<file path="src/rtl/bcseq_pkg.sv">
package bcseq_pkg;

  localparam int WORD_W = 16;
  localparam int CNT_W  = 6;
  localparam logic [4:0] BCAST_ADDR = 5'd31;

  typedef logic [WORD_W-1:0] word_t;

  typedef enum logic [2:0] {
    S_IDLE, S_CMD1, S_CMD2, S_TXD, S_STAT, S_RXD
  } seq_state_t;

  typedef struct packed {
    logic             two_cmd;
    logic             want_stat;
    logic [CNT_W-1:0] tx_n;
    logic [CNT_W-1:0] rx_n;
  } msg_plan_t;

  // count field: zero encodes the maximum burst of 32
  function automatic logic [CNT_W-1:0] word_count(logic [4:0] f);
    return (f == 5'd0) ? 6'd32 : {1'b0, f};
  endfunction

  function automatic logic is_mode(word_t cw);
    return (cw[9:5] == 5'd0) || (cw[9:5] == 5'd31);
  endfunction

  // data words carried by one command, mode codes 16..31 carry one
  function automatic logic [CNT_W-1:0] payload(word_t cw);
    if (is_mode(cw)) return cw[4] ? 6'd1 : 6'd0;
    return word_count(cw[4:0]);
  endfunction

  function automatic msg_plan_t plan_msg(word_t cw1, word_t cw2, logic rt2rt);
    msg_plan_t p;
    logic bc;
    p  = '0;
    bc = (cw1[15:11] == BCAST_ADDR);
    if (rt2rt) begin
      p.two_cmd   = 1'b1;
      p.want_stat = 1'b1;
      p.rx_n      = word_count(cw2[4:0]);
    end else if (cw1[10]) begin
      if (!bc) begin
        p.want_stat = 1'b1;
        p.rx_n      = payload(cw1);
      end
    end else begin
      p.tx_n      = payload(cw1);
      p.want_stat = !bc;
    end
    return p;
  endfunction

  function automatic int unsigned gap_cycles(int unsigned us, int unsigned mhz, logic half);
    return half ? (us * mhz) / 2 : us * mhz;
  endfunction

endpackage

</file>
<file path="src/rtl/bcseq_start_detect.sv">
module bcseq_start_detect (
  input  logic clk,
  input  logic rst_n,
  input  logic start_pin,
  input  logic start_bit,
  input  logic armed,
  output logic trigger
);
  logic req, req_q;

  assign req = start_pin | start_bit;

  always_ff @(posedge clk) begin
    if (!rst_n) req_q <= 1'b0;
    else        req_q <= req;
  end

  assign trigger = armed & req & ~req_q;
endmodule

</file>
<file path="src/rtl/bcseq_bus_sel.sv">
module bcseq_bus_sel (
  input  logic en_a,
  input  logic en_b,
  input  logic inh_a,
  input  logic inh_b,
  output logic bus_b,
  output logic bus_ok
);
  assign bus_b  = en_b & ~en_a;
  assign bus_ok = (en_a ^ en_b) & ~(en_a ? inh_a : inh_b);
endmodule

</file>
<file path="src/rtl/bcseq_gap_timer.sv">
module bcseq_gap_timer
  import bcseq_pkg::*;
#(
  parameter int CLK_MHZ  = 24,
  parameter int SHORT_US = 17,
  parameter int LONG_US  = 131,
  parameter int TMR_W    = $clog2(LONG_US * CLK_MHZ + 1)
) (
  input  logic clk,
  input  logic rst_n,
  input  logic run,
  input  logic restart,
  input  logic long_gap,
  input  logic clk_half,
  output logic expired
);
  logic [TMR_W-1:0] count, limit;

  always_comb begin
    if (long_gap) limit = TMR_W'(gap_cycles(LONG_US, CLK_MHZ, clk_half));
    else          limit = TMR_W'(gap_cycles(SHORT_US, CLK_MHZ, clk_half));
  end

  assign expired = run && (count >= limit - 1'b1);

  always_ff @(posedge clk) begin
    if (!rst_n)                count <= '0;
    else if (!run || restart)  count <= '0;
    else if (!expired)         count <= count + 1'b1;
  end
endmodule

</file>
<file path="src/rtl/bc_msg_sequencer.sv">
module bc_msg_sequencer
  import bcseq_pkg::*;
#(
  parameter int CLK_MHZ  = 24,
  parameter int SHORT_US = 17,
  parameter int LONG_US  = 131,
  parameter int TMR_W    = $clog2(LONG_US * CLK_MHZ + 1)
) (
  input  logic        clk,
  input  logic        rst_n,
  input  logic        start_pin,
  input  logic        start_bit,
  input  logic        long_gap,
  input  logic        clk_half,
  input  logic        bus_en_a,
  input  logic        bus_en_b,
  input  logic        tx_inhibit_a,
  input  logic        tx_inhibit_b,
  input  logic        rt_to_rt,
  input  logic [15:0] cmd_word1,
  input  logic [15:0] cmd_word2,
  output logic        tx_valid,
  input  logic        tx_ready,
  output logic [15:0] tx_word,
  output logic        tx_is_cmd,
  output logic        tx_bus_b,
  input  logic        txf_empty,
  input  logic [15:0] txf_data,
  output logic        txf_pop,
  input  logic        rx_valid,
  input  logic [15:0] rx_word,
  input  logic        rx_is_cmd,
  output logic        rxf_push,
  output logic [15:0] rxf_data,
  output logic        rxf_clear,
  output logic [15:0] status_word,
  output logic        busy,
  output logic        msg_valid,
  output logic        msg_error
);

  // named internal events
  logic trigger, bus_b, bus_ok;
  logic tmr_run, tmr_expired;
  logic accept, deadline_miss, stat_ok, rx_data_ok, bad_sync;
  logic tx_last, rx_last;

  seq_state_t       state, post_tx;
  logic             post_tx_done;
  word_t            cw1_q, cw2_q, status_q;
  msg_plan_t        plan_q;
  logic [CNT_W-1:0] word_cnt;
  logic             bus_b_q;

  assign busy = (state != S_IDLE);

  bcseq_start_detect u_start (
    .clk(clk), .rst_n(rst_n), .start_pin(start_pin), .start_bit(start_bit),
    .armed(!busy), .trigger(trigger)
  );

  bcseq_bus_sel u_bus (
    .en_a(bus_en_a), .en_b(bus_en_b), .inh_a(tx_inhibit_a), .inh_b(tx_inhibit_b),
    .bus_b(bus_b), .bus_ok(bus_ok)
  );

  assign tmr_run = (state == S_STAT) || (state == S_RXD);

  bcseq_gap_timer #(
    .CLK_MHZ(CLK_MHZ), .SHORT_US(SHORT_US), .LONG_US(LONG_US), .TMR_W(TMR_W)
  ) u_gap (
    .clk(clk), .rst_n(rst_n), .run(tmr_run), .restart(rx_valid),
    .long_gap(long_gap), .clk_half(clk_half), .expired(tmr_expired)
  );

  // transmit side
  always_comb begin
    tx_valid = 1'b0;
    tx_word  = cw1_q;
    case (state)
      S_CMD1: begin tx_valid = 1'b1;        tx_word = cw1_q;    end
      S_CMD2: begin tx_valid = 1'b1;        tx_word = cw2_q;    end
      S_TXD:  begin tx_valid = !txf_empty;  tx_word = txf_data; end
      default: ;
    endcase
  end

  assign tx_is_cmd     = (state != S_TXD);
  assign tx_bus_b      = bus_b_q;
  assign accept        = tx_valid && tx_ready;
  assign deadline_miss = (state == S_TXD) && tx_ready && txf_empty;
  assign txf_pop       = (state == S_TXD) && tx_ready && !txf_empty;
  assign tx_last       = (word_cnt + 1'b1) == plan_q.tx_n;

  // receive side
  assign stat_ok    = (state == S_STAT) && rx_valid && rx_is_cmd;
  assign rx_data_ok = (state == S_RXD) && rx_valid && !rx_is_cmd;
  assign bad_sync   = rx_valid && (((state == S_STAT) && !rx_is_cmd) ||
                                   ((state == S_RXD) && rx_is_cmd));
  assign rx_last    = (word_cnt + 1'b1) == plan_q.rx_n;
  assign rxf_push   = rx_data_ok;
  assign rxf_data   = rx_word;
  assign rxf_clear  = trigger;
  assign status_word = status_q;

  // where the message goes once the last outgoing word is taken
  assign post_tx      = plan_q.want_stat ? S_STAT : S_IDLE;
  assign post_tx_done = !plan_q.want_stat;

  always_ff @(posedge clk) begin
    if (!rst_n) begin
      state     <= S_IDLE;
      cw1_q     <= '0;
      cw2_q     <= '0;
      plan_q    <= '0;
      word_cnt  <= '0;
      bus_b_q   <= 1'b0;
      status_q  <= '0;
      msg_valid <= 1'b0;
      msg_error <= 1'b0;
    end else begin
      msg_valid <= 1'b0;
      msg_error <= 1'b0;
      case (state)
        S_IDLE: if (trigger) begin
          cw1_q    <= cmd_word1;
          cw2_q    <= cmd_word2;
          plan_q   <= plan_msg(cmd_word1, cmd_word2, rt_to_rt);
          bus_b_q  <= bus_b;
          word_cnt <= '0;
          if (bus_ok) state <= S_CMD1;
          else        msg_error <= 1'b1;
        end
        S_CMD1: if (accept) begin
          if (plan_q.two_cmd)           state <= S_CMD2;
          else if (plan_q.tx_n != '0)   state <= S_TXD;
          else begin
            state     <= post_tx;
            msg_valid <= post_tx_done;
          end
        end
        S_CMD2: if (accept) begin
          state     <= post_tx;
          msg_valid <= post_tx_done;
        end
        S_TXD: begin
          if (deadline_miss) begin
            state     <= S_IDLE;
            msg_error <= 1'b1;
          end else if (accept) begin
            word_cnt <= word_cnt + 1'b1;
            if (tx_last) begin
              state     <= post_tx;
              msg_valid <= post_tx_done;
            end
          end
        end
        S_STAT: begin
          if (stat_ok) begin
            status_q <= rx_word;
            word_cnt <= '0;
            if (plan_q.rx_n != '0) state <= S_RXD;
            else begin
              state     <= S_IDLE;
              msg_valid <= 1'b1;
            end
          end else if (bad_sync || tmr_expired) begin
            state     <= S_IDLE;
            msg_error <= 1'b1;
          end
        end
        S_RXD: begin
          if (rx_data_ok) begin
            word_cnt <= word_cnt + 1'b1;
            if (rx_last) begin
              state     <= S_IDLE;
              msg_valid <= 1'b1;
            end
          end else if (bad_sync || tmr_expired) begin
            state     <= S_IDLE;
            msg_error <= 1'b1;
          end
        end
        default: state <= S_IDLE;
      endcase
    end
  end

endmodule

</file>
<file path="config.mk">
export PLATFORM = sky130hd
export DESIGN_NAME = bc_msg_sequencer
export DESIGN_NICKNAME = d
export VERILOG_FILES = /design/src/rtl/bcseq_pkg.sv /design/src/rtl/bcseq_start_detect.sv /design/src/rtl/bcseq_bus_sel.sv /design/src/rtl/bcseq_gap_timer.sv /design/src/rtl/bc_msg_sequencer.sv
export SDC_FILE = /design/constraint.sdc
export NUM_CORES = 1
export LEC_CHECK = 0
export CAP_MARGIN = 5
export CORE_UTILIZATION = 52
export DETAILED_ROUTE_END_ITERATION = 8
export GPL_TIMING_DRIVEN = 0
export PLACE_DENSITY = 0.94
export SYNTH_ARGS = -nofsm -noshare
export SYNTH_HDL_FRONTEND = slang
export SYNTH_SLANG_ARGS = --single-unit
</file>
<file path="constraint.sdc">
create_clock -name clk -period 4.3 [get_ports clk]
set_input_delay 0.86 -clock clk [delete_from_list [all_inputs] [get_ports clk]]
set_output_delay 0.86 -clock clk [all_outputs]
set_load 0.05 [all_outputs]
</file>
# After elaboration in Yosys (flattened, before gate mapping)

Cells that the tools add are included.

Register bits after elaboration: 87
Input bits: 79
Logic and storage cells: 160

Add/sub/neg operators: 3
Order comparisons: 1
Equality and inequality tests: 21
Mux-type cells: 74
Bitwise gates (word level): 10
Reductions and logical operators: 37

Operators with widths:

| kind                                                                   | number |
|---|---|
| 6-bit 2-to-1 mux                                                       | 15 |
| 3-bit 2-to-1 mux                                                       | 15 |
| 1-bit 2-to-1 mux                                                       | 35 |
| 16-bit case mux with 2 select lines                                    | 1 |
| 12-bit 2-to-1 mux                                                      | 2 |
| 6-bit case mux with 4 select lines                                     | 1 |
| 3-bit case mux with 6 select lines                                     | 1 |
| 2-bit inequality test (second input constant)                          | 8 |
| 5-bit logical NOT                                                      | 3 |
| 12-bit by 1-bit adder with 12-bit output (second input constant)       | 1 |
| 6-bit equality test                                                    | 2 |
| 12-bit greater-or-equal comparator                                     | 1 |
| 1-bit logical AND                                                      | 12 |
| 6-bit nonzero test                                                     | 2 |
| 12-bit by 1-bit subtractor with 12-bit output (second input constant)  | 1 |
| 5-bit equality test (second input constant)                            | 2 |
| 9-bit 2-to-1 mux                                                       | 1 |
| 3-bit inequality test (second input constant)                          | 3 |
| 7-bit AND reduction                                                    | 1 |
| 6-bit by 1-bit adder with 6-bit output (second input constant)         | 1 |
| 3-bit by 2-bit equality test with 1-bit output (second input constant) | 2 |
| 3-bit equality test (second input constant)                            | 2 |
| 1-bit logical NOT                                                      | 6 |
| 6-bit AND reduction                                                    | 1 |
| other kinds (15)                                                       | 27 |

# Logic depth before layout (Yosys ltp)

Gate-level depths: netlist (run 1).

Depth in word-level cells: 13
Gate-level depth with buffers: 11
Gate-level depth less buffers: 10

# Hierarchy

A second synthesis (run 1) with hierarchy kept.

Cell total of the unflattened synthesis: 605
Area, all modules: 4854.7 µm²

By module, submodules not included:

| module             | times used | cells each | area each (µm²) |
|---|---|---|---|
| bc_msg_sequencer   | 1          | 498        | 3920.0 |
| bcseq_gap_timer    | 1          | 99         | 862.1 |
| bcseq_start_detect | 1          | 4          | 42.5 |
| bcseq_bus_sel      | 1          | 4          | 30.0 |

# Least setup slack after synthesis (run 1)

Ideal clock, no wire load.

Kind: reg-to-output
Start: register state[0]
End: output tx_word[10]
Arrival: 2.357 ns
Data required time: 3.440 ns
Setup slack: 1.083 ns
Stages on the path, launching flop included: 6
Path buffers: 3
Path through: dfxtp_1 buf_2 buf_1 buf_2 mux2i_1 o21ai_0

Cells in the longest elaborated chain, start to end: 2
Elaborated cells between the ends (all ways): 3
Classes of those cells: 2 x eq/ne; 1 x mux

Ends and longest elaborated chain:

| element                                        | line                    | source |
|---|---|---|
| start, declared                                | bc_msg_sequencer.sv:48  | `seq_state_t state, post_tx;` |
| start signal, assigned                         | bc_msg_sequencer.sv:138 | `state <= post_tx;` |
| start signal, assigned                         | bc_msg_sequencer.sv:143 | `state <= post_tx;` |
| start signal, assigned                         | bc_msg_sequencer.sv:153 | `state <= post_tx;` |
| 3-bit by 2-bit equality test with 1-bit output | bc_msg_sequencer.sv:80  | `case (state)` |
| 16-bit case mux with 2 select lines (*)        | bc_msg_sequencer.sv:80  |  |
| end, declared                                  | bc_msg_sequencer.sv:24  | `output logic [15:0] tx_word,` |

Mark *: on every way between the ends. The rest lies on a longest branch, timed or not.

# Worst setup path after layout (run 1)

Start: register state[0]
End: output tx_word[14]

Same word-level chain as after synthesis.

==> results of run 1 <==
## state kept, by name, summed over array words and instances (netlist names)
name / count
cw1_q: 16
cw2_q: 16
msg_error: 1
msg_valid: 1
plan_q: 14
state: 3
status_word: 16
tx_bus_b: 1
u_gap.count: 12
u_start.req_q: 1
word_cnt: 6
## Yosys cell counts, types with 2 or more instances
| master | number |
|---|---|
| or2_2 | 3 |
| dfxtp_1 | 87 |
| a21oi_1 | 72 |
| or4_1 | 8 |
| o21bai_1 | 3 |
| nand4_1 | 5 |
| nand2b_1 | 5 |
| nand3_1 | 16 |
| nor3_1 | 14 |
| or2_1 | 2 |
| ha_1 | 18 |
| a21o_1 | 6 |
| xor2_1 | 3 |
| nand4b_1 | 2 |
| and2_1 | 3 |
| o21a_1 | 6 |
| nor2_1 | 18 |
| or3_1 | 7 |
| o32ai_1 | 2 |
| nand2_1 | 146 |
| nand3_2 | 2 |
| a21boi_0 | 2 |
| buf_1 | 3 |
| a221oi_1 | 2 |
| buf_4 | 16 |
| and3_1 | 6 |
| clkbuf_1 | 23 |
| o21ai_0 | 32 |
| inv_1 | 15 |
| buf_2 | 8 |
| nor4_1 | 3 |
| nor2b_1 | 5 |
| a22oi_1 | 6 |
| a31oi_1 | 5 |
| mux2i_1 | 19 |
| a211o_1 | 2 |
| o31ai_1 | 6 |
| xnor3_1 | 4 |
| and4_1 | 2 |
| xnor2_1 | 6 |
## path summary, 6_finish.rpt
kind	depth (start not counted)	start	end
worst max-delay path	6	state[0]	tx_word[14]
worst min-delay path	2	status_word[9]	status_word[9]
worst max register to register	7	u_gap.count[5]	u_gap.count[10]
worst min register to register	2	status_word[9]	status_word[9]
## power breakdown
group,internal (W),total [W],switching (W)
registers,0.000846,0.000872,0.0000259
logic,0.000222,0.000549,0.000327
clock network,0.000245,0.000562,0.000317
## layout make-up
class,instances,share of cell area
multi-input cells,456,0.420
flip-flops and latches,87,0.270
repair buffers,134,0.208
plain buffers,51,0.0417
clock buffers,11,0.0235
well taps,108,0.0209
inverters,17,0.00989
clock inverters,5,0.00621
## per-stage QoR
stage	cells	util	power (W)	area (um2)
6_report	869	0.733	0.00198	6450
5_1_grt	869	0.733	0.00206	6450
4_1_cts	869	0.733	0.00197	6450
3_5_place_dp	853	0.711	0.00143	6260
3_3_place_gp	853	0.711	0.00141	6260
2_1_floorplan	611	-	0.00122	4780
## metal layers
layer / track usage / vias up / share of wire
li1: - / 2401 / -
met1: 0.325 / 2356 / 0.38
met2: 0.542 / 277 / 0.50
met3: 0.0709 / 60 / 0.079
met4: 0.170 / 0 / 0.038
met5: 0 / - / 0
## cell families after synthesis
group	share of synthesized area
multiplexers	0.0421
buffers and inverters	0.0696
flip-flops	0.364
AND/OR/NAND/NOR	0.240
XOR/XNOR	0.0353
adder cells (fa/ha/maj)	0.0471
AO/OA/AOI/OAI	0.202
## worst register-to-register path, stage by stage (launching register included)
cell and delay [ps]:
dfxtp_1 430, ha_1 280, a21o_1 160, a21o_1 200, a221oi_4 320, o221ai_2 220, or4_1 560, a21oi_1 190
==> flow_summary.toml, run 1 <==
[outcome]
status = "finished with violations"
failed_checks = "design-rule violations"

[clock_network]
tritoncts = "done"
cts_buffer_depth = 2
path_clk_slew_ps = 90
cts_resized = 0
post_cts_buffers = 0
h-tree-depth = 3
cts_sinks = 87
holdBufCountCts = 0
root_buffer = "clkbuf_8"
clock_latency_ps = 370
numCtsBuffers = 9

[setup_path]
critPathMaxFanout = 10
crit_type = "reg -> out"
r2r_slack_ps = 1860
cp_data_required_time_ps = 3440
worstPathArrival_ps = 3260
critPathTopFamily = "buffers and inverters"
path_buf_inv = 4
cpPeakStageDelay_ps = 850
path_common_cell = "buf_2"
cp-end-kind = "output port"
crit_path_start_kind = "register"
crit_chain = "buf_2, buf_1, buf_2, mux2i_1, o21ai_0, clkdlybuf4s50_1"
crit_slowest_cell = "clkdlybuf4s50_1"

[routing]
drc = 3
wl_per_cell_um = 16.6
drtAntennaViolNets = 0
first_pass_iters = 9
drt-total-wl_mm = 14.5
viasPerCell = 5.86
vias = 5094
dr.first_iter.drc_count = 299

[sta]
worst_slack_ps = 184
grt_setup_unrepaired = "false"
period_needed_ps = 4120
fin_setup_tns_ps = 0
final-max-slew-violation-count = 0
hold_violations = 0
holdWs_ps = 459
slew_headroom = 0.430
skew_ps = 8.38
min_period_over_period = 0.957
tightest_slew_ps = 855
finalSetupViolCount = 0
fmax_mhz = 243

[yosys]
synth_edf_count = 0
synthDominantCellAreaShare = 0.364
synthCells = 611
ys_ff_latch = 87
post_synth_num_cell_types = 58
synth_ff_type = "dfxtp_1"
yosysSeqAreaShare = 0.364
syn-num-nets = 708
synth.area.top_cells = "dfxtp_1, nand2_1, a21oi_1"
synthArstFlopShare = 0
syn_area_um2 = 4780
synth.largest_area_cell = "dfxtp_1"
yosysWarnings = 0
avgSynthCellArea_um2 = 7.83

[power]
static-leakage-power_nw = 2.39
peakVddDrop_v = 0.000276
p_per_area_nw_per_um2 = 307

[global_route]
grt_pass1_wl_mm = 23.3
grt_util_all_layers = 0.302
overflow = 0
antenna_found_initial = 0
grt_start_max_net_pins = 16
grt_pass1_vias = 5131

[cells_and_area]
nFillCells = 638
drive_above_1_share = 0.0696
final_cell_mix = "nand2_1, clkdlybuf4s50_1, dfxtp_1"
num_antenna_cells = 0
regArea_um2 = 1740
multi_input_area_um2 = 2710
area_growth_pct = 34.9
nNetsFinal = 853
final_common_cell = "nand2_1"

[placed_design]
port_buffers = 134
gp_congestion = 0.905
dp_hpwl_mm = 11.1
pre_cts_ws_ps = 361

[floorplan]
die_w_um = 97.9
core_area_um2 = 8810
rows = 34
initial_core_util = 0.543
die-area_um2 = 9590
die_h_um = 97.9
io_pins = 136

[run]
drv_cap = 0

[min_path]
hold_path.class = "reg -> reg"
No activity file was read; power rests on OpenSTA's default activity.
==> inputs of run 2 (changes only) <==
Settings changed: ABC_AREA set to 1, CORE_MARGIN set to 8.
==> run 2 against run 1 <==
Compared with the run above: the run now ends clean; area after synthesis rose by 0.37%; first-iteration DRC count grew 12%; critical path depth stayed put; worst setup slack improved by 67 ps; synthesized cell count up 16%.
==> flow_summary.toml, run 2 <==
[placed_design]
port_buffers = 135
dp_hpwl_mm = 11.7
gp_congestion = 0.915
pre_cts_ws_ps = 280
place_area_um2 = 6290

[yosys]
synth_edf_count = 0
syn-num-nets = 806
syn_area_um2 = 4800
post_synth_num_cell_types = 41
avgSynthCellArea_um2 = 6.77
synth.area.top_cells = "dfxtp_1, nand2_1, nor2_1"
yosysWarnings = 0
synthCells = 709
synth.largest_area_cell = "dfxtp_1"
synth_ff_type = "dfxtp_1"
synthArstFlopShare = 0
synthDominantCellAreaShare = 0.363
ys_ff_latch = 87
yosysSeqAreaShare = 0.363
synth_most_common_cell = "nand2_1"
synthTopCellsByCount = "nand2_1, nor2_1, dfxtp_1"

[setup_path]
path_buf_inv = 3
crit_chain = "clkdlybuf4s50_1, nor2_1, or2_2, nor2_4, buf_1, clkdlybuf4s50_1"
path_common_cell = "clkdlybuf4s50_1"
critPathMaxFanout = 10
cp-end-kind = "output port"
critPathTopFamily = "buffers and inverters"
crit_slowest_cell = "clkdlybuf4s50_1"
cp_data_required_time_ps = 3440
worstPathArrival_ps = 3190
crit_type = "in -> out"
cpPeakStageDelay_ps = 920
crit_path_start_kind = "input pin"
r2r_slack_ps = 2180

[sta]
final-max-slew-violation-count = 0
period_needed_ps = 4050
min_period_over_period = 0.942
hold_violations = 0
tightest_slew_ps = 622
grt_setup_unrepaired = "false"
worst_slack_ps = 251
finalSetupViolCount = 0
holdWs_ps = 472
skew_ps = 7.38
slew_headroom = 0.585
fmax_mhz = 247
fin_setup_tns_ps = 0

[floorplan]
die_w_um = 112
die-area_um2 = 12600
io_pins = 136
rows = 35
die_h_um = 112
core_area_um2 = 9110
initial_core_util = 0.527

[cells_and_area]
fin_util = 0.715
final_common_cell = "nand2_1"
num_antenna_cells = 0
drive_above_1_share = 0.0767
area_growth_pct = 35.7
final_cell_mix = "nand2_1, clkdlybuf4s50_1, nor2_1"
regArea_um2 = 1740
fin_area_um2 = 6520
multi_input_area_um2 = 2560
nFillCells = 714
nNetsFinal = 952

[clock_network]
cts_sinks = 87
cts_resized = 0
root_buffer = "clkbuf_8"
holdBufCountCts = 0
tritoncts = "done"
path_clk_slew_ps = 80
post_cts_buffers = 0
numCtsBuffers = 9
clock_latency_ps = 360
h-tree-depth = 3
cts_buffer_depth = 2

[run]
drv_cap = 0

[routing]
drc = 0
wl_per_cell_um = 15.2
dr.first_iter.drc_count = 334
viasPerCell = 5.29
vias = 5136
drt-total-wl_mm = 14.7
drtAntennaViolNets = 0
first_pass_iters = 8

[global_route]
grt_pass1_vias = 5040
grt_util_all_layers = 0.233
grt_start_max_net_pins = 15
antenna_found_initial = 0
grt_pass1_wl_mm = 23.8
overflow = 0

[min_path]
hold_path.class = "reg -> reg"

[outcome]
status = "finished, final reports clean"

[power]
static-leakage-power_nw = 2.73
p_per_area_nw_per_um2 = 322
peakVddDrop_v = 0.000191
## run 2: stage by stage
stage / std cells / power [W]
final: 971 / 0.00210
after global routing: 971 / 0.00219
after CTS: 971 / 0.00210
after detailed placement: 955 / 0.00147
after global placement: 955 / 0.00146
after floorplan: 709 / 0.00125
## run 2: worst paths after layout
check,from,end,cells after the start
hold reg to reg,cw2_q[2],cw2_q[2],2
hold / removal,cw2_q[2],cw2_q[2],2
setup reg to reg,u_gap.count[11],state[0],10
setup / recovery,start_bit,rxf_clear,6
## run 2: power by group
part / switching, W / leakage (nW) / internal (W)
registers: 0.0000302 / 0.711 / 0.000859
logic: 0.000355 / 1.91 / 0.000216
clock network: 0.000297 / 0.110 / 0.000344
total: 0.000682 / 2.73 / 0.00142
## run 2: routing by layer
layer | routed length (um) | vias to the layer above | track usage
met5 | 0 | - | 0
met4 | 353 | 0 | 0.0926
met3 | 1580 | 29 | 0.0961
met2 | 7060 | 225 | 0.393
met1 | 5730 | 2311 | 0.256
li1 | - | 2571 | -
## run 2: kinds of logic (layout without fill, tap and decap cells)
family | count (synthesis) | in the layout | share of synthesized area
AO/OA/AOI/OAI | 122 | 122 | 0.138
XOR/XNOR | 5 | 5 | 0.00912
adder cells (fa/ha/maj) | 18 | 18 | 0.0469
buffers and inverters | 113 | 264 | 0.104
flip-flops | 87 | 87 | 0.363
AND/OR/NAND/NOR | 364 | 364 | 0.339
## run 2: cell type report
class / instances / area share
inverter: 72 / 0.0419
clock buffer: 11 / 0.0217
sequential: 87 / 0.267
timing repair buffer: 135 / 0.207
buffer: 41 / 0.0351
clock inverter: 5 / 0.0125
tap: 111 / 0.0213
multi-input combinational: 509 / 0.393
## run 2: worst reg2reg max path: stages, from the launching register on
cell	delay, ps
dfxtp_1	350
ha_1	310
a21o_1	160
nor2_1	110
nand3_1	110
nand2_1	110
clkbuf_1	350
nand3_1	190
o211ai_1	120
nand2_1	90
a21oi_1	140
==> inputs of run 3 (changes only) <==
Settings changed: ABC_CLOCK_PERIOD_IN_PS set to 3800, CORE_UTILIZATION 52 to 48, PLACE_DENSITY 0.94 to 0.88, SKIP_CTS_REPAIR_TIMING set to 1.
Clock period 4.3 ns to 3.8 ns, I/O delays scaled along.
==> run 3 against run 2 <==
Compared with the run above: clock power increased by 31%; first-iteration DRC count down 18%; worst setup slack lost 14 ps; count of clock-buffer cells in the layout fell by 1; cell area grew 1.0%; sequential share of layout area decreased by 0.27 points; cell count grew 2.3%; wire length decreased by 3.9%; worst hold slack got worse by 5.1 ps; global-route usage down 2.2 points; largest cell class unchanged.
==> flow_summary.toml, run 3 (synthesized netlist as in run 2, its figures left out) <==
[clock_network]
h-tree-depth = 3
numCtsBuffers = 9
clock_latency_ps = 360
root_buffer = "clkbuf_8"
cts_buffer_depth = 2
tritoncts = "done"
path_clk_slew_ps = 90
cts_sinks = 87

[placed_design]
dp.cells = 977
port_buffers = 135
gp_congestion = 0.909
pre_cts_ws_ps = -28.4
place_area_um2 = 6320
dp_hpwl_mm = 11.1

[routing]
viasPerCell = 5.13
first_pass_iters = 5
wl_per_cell_um = 14.2
drtAntennaViolNets = 0
vias = 5090
dr.first_iter.drc_count = 274
drt-total-wl_mm = 14.1
drc = 0

[sta]
hold_violations = 0
tightest_slew_ps = 605
final-max-slew-violation-count = 0
slew_headroom = 0.597
worst_slack_ps = 237
finalSetupViolCount = 0
period_needed_ps = 3560
holdWs_ps = 467
skew_ps = 6.35
grt_setup_unrepaired = "false"
min_period_over_period = 0.938
fmax_mhz = 281
fin_setup_tns_ps = 0

[cells_and_area]
fin_area_um2 = 6580
final_cell_mix = "nand2_1, clkdlybuf4s50_1, nor2_1"
final_common_cell = "nand2_1"
area_growth_pct = 37.1
num_antenna_cells = 0
nFillCells = 853
nNetsFinal = 952
fin_cells = 993
drive_above_1_share = 0.0767

[min_path]
holdPathEnd = "cw2_q[2]"
holdPathStages = 2
hold_path.class = "reg -> reg"
hp-start = "cw2_q[2]"

[setup_path]
r2r_start = "u_gap.count[11]"
crit_type = "reg -> out"
cp_data_required_time_ps = 3040
r2r_slack_ps = 1740
worstPathArrival_ps = 2800
critPathMaxFanout = 10
r2r-end = "state[0]"
reg2reg_depth = 10
cp-end-kind = "output port"
crit_path_start_kind = "register"

[floorplan]
die_h_um = 116
rows = 36
io_pins = 136
die-area_um2 = 13500
core_area_um2 = 9730
die_w_um = 116
initial_core_util = 0.494

[power]
peakVddDrop_v = 0.000221
static-leakage-power_nw = 2.76
p_per_area_nw_per_um2 = 378

[global_route]
overflow = 0
use_met1 = 0.242
antenna_found_initial = 0
use_met2 = 0.361
grt_util_all_layers = 0.211
grt_start_max_net_pins = 15
grt_pass1_wl_mm = 22.9
grt.busiest_layer = "met2"
grt_util_met3 = 0.0740
grt_pass1_vias = 4908

[outcome]
status = "finished, final reports clean"

[run]
drv_cap = 0
-- run 3: cell count changes in the layout (fill, tap and decap cells not counted) --
| cell | change |
|---|---|
| bufinv_16 | +2 |
| clkdlybuf4s50_1 | -1 |
| clkbuf_8 | -1 |
| clkinv_4 | -1 |
| dlymetal6s2s_1 | +1 |
-- run 3: final cells by class --
| type | count | area [um2] | share of cell area |
|---|---|---|---|
| multi-input combinational | 509 | 2560 | 0.389 |
| sequential | 87 | 1740 | 0.265 |
| timing repair buffer | 135 | 1350 | 0.206 |
| inverter | 72 | 273 | 0.0414 |
| buffer | 41 | 229 | 0.0348 |
| tap | 133 | 166 | 0.0253 |
| clock inverter | 6 | 133 | 0.0201 |
| clock buffer | 10 | 128 | 0.0194 |
-- run 3: metal layers --
metal	wire length (um)	part of all wire	up-vias
met1	5880	0.42	2336
met2	6820	0.48	158
met3	1170	0.082	25
li1	-	-	2571
met4	274	0.019	0
met5	0	0	-
-- run 3: critical path: stages, from the launching register on --
cell	delay, ps
dfxtp_1	410
inv_2	80
nor2_4	130
inv_4	90
nor2_8	130
buf_6	170
clkbuf_1	380
nand2_1	130
nand3_1	100
clkdlybuf4s50_1	830
-- run 3: report_power, final --
part / internal [W] / switching (W) / total, W
combinational: 0.000244 / 0.000398 / 0.000642
sequential: 0.000972 / 0.0000339 / 0.00101
clock: 0.000503 / 0.000337 / 0.000840
-- run 3: worst max-delay path by stage --
| stage | from | endpoint | slack [ps] | depth (start not counted) |
|---|---|---|---|---|
| after floorplan | start_bit | rxf_clear | 1200 | 4 |
| after global placement | start_bit | rxf_clear | -20 | 6 |
| after detailed placement | start_pin | rxf_clear | -30 | 6 |
| after CTS | start_pin | rxf_clear | -40 | 6 |
| after global routing | state[1] | tx_word[11] | 80 | 9 |
| final | state[1] | tx_word[6] | 240 | 9 |
-- run 3: per-stage QoR --
step | total power [W] | utilization
2_1_floorplan | 0.00141 | -
3_3_place_gp | 0.00165 | 0.650
3_5_place_dp | 0.00166 | 0.650
4_1_cts | 0.00249 | 0.676
5_1_grt | 0.00259 | 0.677
6_report | 0.00249 | 0.677
